## src/rtl/gsel_branch_pred.sv

```systemverilog
module gsel_branch_pred #(
  parameter int ENTRIES = 16,
  parameter int ADDR_W  = 32,
  parameter int IDX_LO  = 2,
  parameter int CNT_W   = 16
) (
  input  logic              clk,
  input  logic              rst,
  input  logic [ADDR_W-1:0] lk_addr,
  output logic              lk_taken,
  input  logic              upd_valid,
  input  logic [ADDR_W-1:0] upd_addr,
  input  logic              upd_taken,
  output logic [CNT_W-1:0]  miss_count
);
  localparam int IDX_W = $clog2(ENTRIES);
  localparam logic [CNT_W-1:0] CNT_MAX = {CNT_W{1'b1}};

  logic [ENTRIES-1:0] pred_nt, pred_t;
  logic               hist;
  logic [IDX_W-1:0]   lk_idx, up_idx;
  logic               up_pred, miss;

  assign lk_idx   = lk_addr[IDX_LO +: IDX_W];
  assign up_idx   = upd_addr[IDX_LO +: IDX_W];
  assign lk_taken = hist ? pred_t[lk_idx] : pred_nt[lk_idx];
  assign up_pred  = hist ? pred_t[up_idx] : pred_nt[up_idx];
  assign miss     = upd_valid && (up_pred != upd_taken);

  always_ff @(posedge clk) begin
    if (rst) begin
      pred_nt    <= '0;
      pred_t     <= '0;
      hist       <= 1'b1;
      miss_count <= '0;
    end else if (upd_valid) begin
      if (hist) pred_t[up_idx]  <= upd_taken;
      else      pred_nt[up_idx] <= upd_taken;
      hist <= upd_taken;
      if (miss && miss_count != CNT_MAX) miss_count <= miss_count + 1'b1;
    end
  end


  hist_follow_chk: assert property (@(posedge clk) disable iff (rst)
    upd_valid |=> hist == $past(upd_taken));


  idle_hold_chk: assert property (@(posedge clk) disable iff (rst)
    !upd_valid |=> $stable(hist) && $stable(miss_count) && $stable(pred_t) && $stable(pred_nt));


  other_half_chk: assert property (@(posedge clk) disable iff (rst)
    (upd_valid && hist) |=> $stable(pred_nt));


  other_half_nt_chk: assert property (@(posedge clk) disable iff (rst)
    (upd_valid && !hist) |=> $stable(pred_t));


  no_overflow_chk: assert property (@(posedge clk) disable iff (rst)
    (miss_count == CNT_MAX) |=> (miss_count == CNT_MAX));


  hit_no_count_chk: assert property (@(posedge clk) disable iff (rst)
    (upd_valid && !miss) |=> $stable(miss_count));


  miss_count_chk: assert property (@(posedge clk) disable iff (rst)
    (miss && miss_count != CNT_MAX) |=> miss_count == $past(miss_count) + 1'b1);
endmodule

```

## config.mk

```make
export PLATFORM = sky130hd
export DESIGN_NAME = gsel_branch_pred
export DESIGN_NICKNAME = d
export VERILOG_FILES = /design/src/rtl/gsel_branch_pred.sv
export SDC_FILE = /design/constraint.sdc
export NUM_CORES = 1
export LEC_CHECK = 0
export BUFFER_PORTS_ARGS = -buffer_cell sky130_fd_sc_hd__buf_2
export CAP_MARGIN = 20
export CORE_MARGIN = 1.5
export CORE_UTILIZATION = 40
export CTS_CLUSTER_SIZE = 16
export DETAILED_ROUTE_END_ITERATION = 10
export PLACE_DENSITY_LB_ADDON = 0.3
export SYNTH_ARGS = -nofsm -noshare
export SYNTH_HDL_FRONTEND = slang
export SYNTH_SLANG_ARGS = --single-unit
```

## constraint.sdc

```tcl
create_clock -name clk -period 3 [get_ports clk]
set_input_delay 0.3 -clock clk [delete_from_list [all_inputs] [get_ports clk]]
set_output_delay 0.3 -clock clk [all_outputs]
set_load 0.01 [all_outputs]
```

* Yosys cells after proc, flatten, opt, wreduce, memory -nomap -nowiden
Index checks and enable logic that the tools add are counted.
Widths: inputs -> output; s select.
** Word-level totals
- Flip-flop bits (word level) :: 49
- Bits of input ports :: 68
- Output and inout port bits :: 17
- Logic and storage cells :: 31
** Operators by class
- Add/sub/neg operators :: 1
- Order comparisons :: 3
- Equality and inequality tests :: 2
- Muxes and demuxes :: 14
- Bitwise gates (word level) :: 1
- Reduce and logical (&&, ||, !) cells :: 6
** Operators by type and width (number)
- $bwmux 16 :: 2
- $add 16x1->16 const B :: 1
- $bmux 1 s4 :: 4
- $ne 16x16->1 const B :: 1
- $lt 4x5->1 const B :: 2
- $mux 1 :: 7
- $reduce_and 2->1 :: 3
- $demux 1 s4 :: 1
- $ge 4x1->1 const B :: 1
- $logic_and 1x1->1 :: 3
- $ne 1x1->1 :: 1
- $not 1->1 :: 1

* Depth between registers and ports, before layout
Gate-level depths: netlist of run 1.
- Depth in word-level cells :: 7
- Gate-level depth with buffers :: 8
- Gate-level depth less buffers :: 7

* Worst setup path after synthesis of run 1
OpenSTA, ideal clock, no wires.
- Path kind :: in2reg
- Start :: input port upd_addr[4]
- End :: register miss_count[6]
- Setup time :: 0.123 ns
- Arrival :: 2.109 ns
- Data required time :: 2.877 ns
- Setup slack :: 0.768 ns
- Stages :: 7
- Buffers on the path :: 1
- Cells stage by stage :: buf_4 > a2111oi_1 > a31oi_1 > a31oi_4 > a21oi_2 > or4b_1 > mux2_1
** On the way
- Longest elaborated chain between the ends :: 7
- Elaborated cells on any way between the ends :: 9
- Classes of those cells :: eq/ne: 1; mux: 5; reduce/logical: 3
** RTL lines
- from (decl) :: line 12 : input logic [ADDR_W-1:0] upd_addr,
- $bmux 1 s4 :: line 27 : assign up_pred = hist ? pred_t[up_idx] : pred_nt[up_idx];
- $mux 1 (not written as such) :: line 27
- $mux 1 (*) :: line 27
- $ne 1x1->1 (*) :: line 28 : assign miss = upd_valid && (up_pred != upd_taken);
- $logic_and 1x1->1 (*) :: line 28
- $logic_and 1x1->1 (*) :: line 40 : if (miss && miss_count != CNT_MAX) miss_count <= miss_count + 1'b1;
- $reduce_and 2->1 (no source line) (*)
- to (signal assigned) :: line 40
- to (decl) :: line 14 : output logic [CNT_W-1:0] miss_count
Every way passes the cells marked *; elsewhere a longest branch is shown, timed or not. The select of a mux whose other input is x is not followed.
A chain may end at the register's enable or synchronous reset.

* Worst setup path in the final report of run 1
- Start :: input port upd_addr[2]
- End :: register miss_count[6]
Same word-level chain as after synthesis.

==> results.sh, run 1 <==
export IMPL_postCtsSetupRepairBufs=0
export IMPL_cts_hold_buf=0
export IMPL_max_slew_margin=0.635
export IMPL_critPathMaxStageDelay_ns=0.53
export IMPL_antennaDiodeCount=0
export IMPL_grt_max_degree=33
export IMPL_stdcell_count=463
export IMPL_synthTopCellsByArea="dfxtp_1, mux2i_1, mux4_2, mux2_1, nand3_1"
export IMPL_htreeDepth=2
export IMPL_power_density_mw_per_mm2=365
export IMPL_path_buf_inv=2
export IMPL_syn_nets=413
export IMPL_die_h_um=89.1
export IMPL_tritoncts="done"
export IMPL_syn_inst=344
export IMPL_finalClockSkew_ns=0.00544
export IMPL_post_route_period_util=0.835
export IMPL_cts_resized=0
export IMPL_die_w_um=89.1
export IMPL_grt_usage=0.182
export IMPL_drv_slew=0
export IMPL_cts_buffers=5
export IMPL_max_cap_violations=0
export IMPL_leakage_nw=1.30
export IMPL_wl_um=7080
export IMPL_path_max_fanout=17
export IMPL_grt_pass1_vias=2313
export IMPL_viasPerCell=5.72
export IMPL_worst_pin_slew_ns=0.544
export IMPL_ys_types=50
export IMPL_hold_viol=0
export IMPL_yosysTopAreaCell="dfxtp_1"
export IMPL_ios=85
export IMPL_synth_ff_latch_count=49
export IMPL_cts_sinks=49
export IMPL_ys_warnings_count=0
export IMPL_core_area_mm2=0.00721
export IMPL_crit_chain="buf_2 > buf_4 > nor2b_1 > a2111oi_1 > nor4_2 > a31oi_4 > a21oi_2 > or4b_1 > mux2_1"
export IMPL_finalSetupViolCount=0
export IMPL_design_die_area_mm2=0.00795
export IMPL_antenna_found_initial=0
export IMPL_clockBufferDepth=2
export IMPL_syn_to_final_growth_pct=10.5
export IMPL_cp_top_family="compound AO/OA/AOI/OAI gates"
export IMPL_max_vdd_ir_drop_mv=0.165
export IMPL_dr_pass1_iters=4
export IMPL_fmax_mhz=399
export IMPL_rows=31
export IMPL_status="completed"
export IMPL_worst_ep_arrival_time_ns=2.70
export IMPL_ys_async_sr_fraction=0
export IMPL_initial_core_util=0.411
export IMPL_cts_root_buf="clkbuf_8"
export IMPL_dp_hpwl_um=5010
export IMPL_min_period_ns=2.51
export IMPL_clock_latency_ns=0.30
export IMPL_syn_area_mm2=0.00297
export IMPL_drt_drc_violations_left=0
export IMPL_crit_path_top_delay_cell="or4b_1"
export IMPL_yosysTopAreaCellShare=0.331
export IMPL_end_kind="flop"
export IMPL_grt_pass1_wl_um=11300
export IMPL_dp_cells=455
export IMPL_final_net_count=432
export IMPL_syn_area_per_cell_um2=8.63
export IMPL_p_total_w=0.00120
export IMPL_drt_wirelength_per_cell_um=15.3
export IMPL_synth_flop_cell="dfxtp_1"
export IMPL_vias=2650
export IMPL_grt_overflow=0
export IMPL_hold_path_class="in -> reg"
export IMPL_rsz0062_at_grt="false"
export IMPL_synth_edf_count=0
export IMPL_startpoint_type="input pin"
export IMPL_io_buffers=28
export IMPL_fin_tns_setup_ns=0
export IMPL_antenna_left=0
export IMPL_drtIter0Drc=144
export IMPL_clkTransAtPathRegs_ns=0.09
export IMPL_synth_seq_area_share=0.331
export IMPL_worstSetupPathType="in -> reg"
export IMPL_drive_gt1_frac=0.179
export IMPL_place_congestion=0.824
export IMPL_cp_required_ns=3.19
[final timing paths]
check | slack (ns) | depth (start not counted) | end | from
min reg2reg | 0.48 | 2 | pred_t[2]$_SDFFE_PP0P_ | pred_t[2]$_SDFFE_PP0P_
min | 0.36 | 2 | hist$_SDFFE_PP1P_ | upd_valid
max | 0.49 | 9 | miss_count[6]$_SDFFE_PP0P_ | upd_addr[2]
max reg2reg | 0.60 | 7 | miss_count[6]$_SDFFE_PP0P_ | pred_nt[8]$_SDFFE_PP0P_
[state kept, by name (all words and copies together), names as in the netlist]
register / count
hist: 1
miss_count: 16
pred_nt: 16
pred_t: 16
[report_power, final]
group / switching (W) / internal [W] / total (W)
Sequential: 0.00000798 / 0.000657 / 0.000665
Combinational: 0.000100 / 0.0000537 / 0.000154
Clock: 0.000218 / 0.000162 / 0.000380
[cell usage in the layout, fill, tap and decap left out, types with 3 or more instances in the layout]
| cell type | Yosys | routed |
|---|---|---|
| dfxtp_1 | 49 | 49 |
| nor2_1 | 34 | 34 |
| buf_2 | 1 | 28 |
| nand3_1 | 27 | 27 |
| nand2_1 | 26 | 26 |
| mux2i_1 | 25 | 25 |
| nor2b_1 | 21 | 21 |
| a21oi_1 | 19 | 19 |
| or3_1 | 13 | 13 |
| o21ai_0 | 13 | 13 |
| mux2_1 | 13 | 13 |
| mux4_2 | 10 | 10 |
| buf_4 | 1 | 10 |
| inv_1 | 7 | 7 |
| nor3_1 | 7 | 7 |
| nand4_1 | 6 | 6 |
| clkbuf_8 | 0 | 5 |
| and3_1 | 4 | 4 |
| mux2_2 | 4 | 4 |
| o21ai_1 | 3 | 3 |
| a21o_1 | 3 | 3 |
[layout make-up]
type / instances / area (µm²)
fillers: 726 / 3940
multi-input cells: 262 / 1850
flip-flops and latches: 49 / 981
repair buffers: 38 / 215
well taps: 99 / 124
clock buffers: 6 / 72.6
inverters: 7 / 26.3
clock inverters: 2 / 10.0
[cell families (layout without fill, tap and decap cells)]
group	Yosys count	after routing	synth area share
adder cells (fa/ha/maj)	1	1	0.00422
AND/OR/NAND/NOR	150	150	0.261
multiplexers	52	52	0.225
flip-flops	49	49	0.331
buffers and inverters	33	53	0.0460
AO/OA/AOI/OAI	59	59	0.134
[metal layers]
metal  vias up  GRT usage  wire [µm]  part of all wire
met3         8     0.0314        228             0.032
met4         0     0.0490         83             0.012
li1       1285          -          -                 -
met1      1307      0.246       3320              0.47
met5         -          0          0                 0
met2        50      0.301       3450              0.49
[metrics by stage]
step	instance area [µm²]	hold WS, ns	utilization	worst slack [ns]
2_1_floorplan	2970	0.442	-	0.768
3_3_place_gp	3200	0.452	0.443	0.249
3_5_place_dp	3200	0.469	0.443	0.208
4_1_cts	3280	0.347	0.455	0.521
5_1_grt	3280	0.367	0.455	0.318
6_report	3280	0.359	0.455	0.494
[cell usage after synthesis, types with 2 or more instances]
master	n
mux4_2	10
and4_1	2
inv_1	7
a21oi_1	19
a2111oi_1	2
o21ai_0	13
mux2_1	13
a21o_1	3
or4b_1	2
nand3_1	27
buf_1	2
and3_1	4
clkbuf_1	21
nor4b_1	2
o31a_1	2
nor3b_1	2
dfxtp_1	49
mux2i_1	25
nor3_1	7
or3_1	13
nand2_1	26
mux2_2	4
nand4_1	6
nor2_1	34
o21ai_1	3
nor2b_1	21
o211ai_1	2
Power figures use the tool's default switching activity.
==> run 2, diff against run 1 <==
Clock period 3 ns to 2.3 ns, I/O delays scaled along.
==> run 2 against run 1 <==
Against the previous run: combinational power rose by 79%; cell area grew 16%; non-clock buffer count increased by 43.
==> results.sh, run 2 (same netlist as run 1, synthesis figures left out) <==
export IMPL_antenna_found_initial=0
export IMPL_reg2reg_to="miss_count[6]$_SDFFE_PP0P_"
export IMPL_design_die_area_mm2=0.00795
export IMPL_grt_pass1_wl_um=12500
export IMPL_fin_ws_ns=0.0269
export IMPL_place_congestion=0.860
export IMPL_grt_pass1_vias=2606
export IMPL_dp_cells=497
export IMPL_layout_common_cells="buf_4, dfxtp_1, nor2_1"
export IMPL_hold_depth=2
export IMPL_post_route_period_util=0.988
export IMPL_status="completed"
export IMPL_p_total_w=0.00171
export IMPL_leakage_nw=1.56
export IMPL_drive_gt1_frac=0.317
export IMPL_cp_required_ns=2.50
export IMPL_worst_ep_arrival_time_ns=2.48
export IMPL_hold_path_class="in -> reg"
export IMPL_wl_um=7760
export IMPL_htreeDepth=2
export IMPL_min_period_ns=2.27
export IMPL_grt_max_degree=45
export IMPL_rsz0062_at_grt="true"
export IMPL_drv_slew=0
export IMPL_power_density_mw_per_mm2=450
export IMPL_core_area_mm2=0.00721
export IMPL_ios=85
export IMPL_hold_path_endpoint="hist$_SDFFE_PP1P_"
export IMPL_worst_pin_slew_ns=0.752
export IMPL_layout_commonest_cell="buf_4"
export IMPL_rows=31
export IMPL_min_delay_start="upd_valid"
export IMPL_syn_to_final_growth_pct=27.7
export IMPL_max_slew_margin=0.498
export IMPL_drt_wirelength_per_cell_um=15.3
export IMPL_drtIter0Drc=111
export IMPL_post_place_ws_ns=-0.334
export IMPL_grt_usage=0.203
export IMPL_grt_overflow=0
export IMPL_vias=2769
export IMPL_viasPerCell=5.47
export IMPL_io_buffers=28
export IMPL_drt_drc_violations_left=0
export IMPL_stdcell_count=506
export IMPL_place_area_mm2=0.00355
export IMPL_clock_latency_ns=0.31
export IMPL_max_vdd_ir_drop_mv=0.248
export IMPL_cts_hold_buf=0
export IMPL_clkTransAtPathRegs_ns=0.10
export IMPL_path_max_fanout=5
export IMPL_antennaDiodeCount=0
export IMPL_initial_core_util=0.411
export IMPL_finalClockSkew_ns=0.0133
export IMPL_dp_hpwl_um=5590
export IMPL_hold_viol=0
export IMPL_antenna_left=0
export IMPL_cts_root_buf="clkbuf_8"
export IMPL_finalSetupViolCount=0
export IMPL_die_h_um=89.1
export IMPL_startpoint_type="flop"
export IMPL_fmax_mhz=440
export IMPL_cts_sinks=49
export IMPL_largestRegisters="miss_count x16, pred_nt x16, pred_t x16"
export IMPL_tritoncts="done"
export IMPL_clockBufferDepth=2
export IMPL_final_net_count=475
export IMPL_whs_ns=0.303
export IMPL_max_cap_violations=0
export IMPL_die_w_um=89.1
export IMPL_dr_pass1_iters=5
export IMPL_end_kind="flop"
export IMPL_reg2regPathDepth=7
export IMPL_reg2reg_slack_ns=0.03
export IMPL_final_area_mm2=0.00379
export IMPL_rr_startpoint="pred_t[3]$_SDFFE_PP0P_"
export IMPL_worstSetupPathType="reg -> reg"
export IMPL_cts_buffers=5
==> run 2: cell count changes in the layout (fill, tap and decap cells not counted), sizes merged <==
| cell | previous run | this run |
|---|---|---|
| clkbuf | 6 | 7 |
| clkinv | 2 | 1 |
| buf | 38 | 81 |
==> run 2: worst max path at each step <==
stage / endpoint / startpoint / cells after the start
finish: miss_count[6]$_SDFFE_PP0P_ / pred_t[3]$_SDFFE_PP0P_ / 7
floorplan: miss_count[6]$_SDFFE_PP0P_ / pred_nt[11]$_SDFFE_PP0P_ / 7
global placement: miss_count[8]$_SDFFE_PP0P_ / upd_addr[2] / 9
global route: miss_count[6]$_SDFFE_PP0P_ / pred_t[3]$_SDFFE_PP0P_ / 7
detailed placement: miss_count[8]$_SDFFE_PP0P_ / upd_addr[2] / 9
CTS: miss_count[8]$_SDFFE_PP0P_ / upd_addr[2] / 9
==> run 2: cell type report <==
type / instances / area (µm²)
timing repair buffer: 81 / 579
sequential: 49 / 988
fill: 683 / 3420
clock inverter: 1 / 5.00
clock buffer: 7 / 96.3
inverter: 7 / 26.3
tap: 99 / 124
multi-input combinational: 262 / 1970
==> run 2: metrics by stage <==
step                      TNS, ns   util
after global routing       -0.200  0.525
after detailed placement    -3.13  0.492
after CTS                       0  0.508
after floorplan                 0      -
after global placement      -2.60  0.492
final                           0  0.525
==> run 2: power breakdown <==
part	switching, W	internal, W	total, W
clock network	0.000293	0.000273	0.000565
registers	0.00000920	0.000857	0.000866
logic	0.000156	0.000120	0.000276
==> run 2: what timing repair did <==
action | in CTS | in global routing
setup endpoints to repair | 1 | 13
setup buffers | 0 | 2
cloned | 0 | 0
pin swaps | 0 | 6
resized for setup | 2 | 26
==> run 2: routing by layer <==
| layer | track usage | routed length (µm) |
|---|---|---|
| met1 | 0.278 | 3610 |
| met2 | 0.340 | 3770 |
| met3 | 0.0240 | 316 |
| met4 | 0.0545 | 67 |
| met5 | 0 | 0 |
==> run 2: critical path, cell delays in order, from the launching register on <==
cell,delay (ns)
dfxtp_2,0.34
mux2_2,0.26
a2bb2oi_1,0.13
nand4b_1,0.14
o31a_1,0.32
a21oi_2,0.13
or4b_1,0.53
mux2_1,0.32
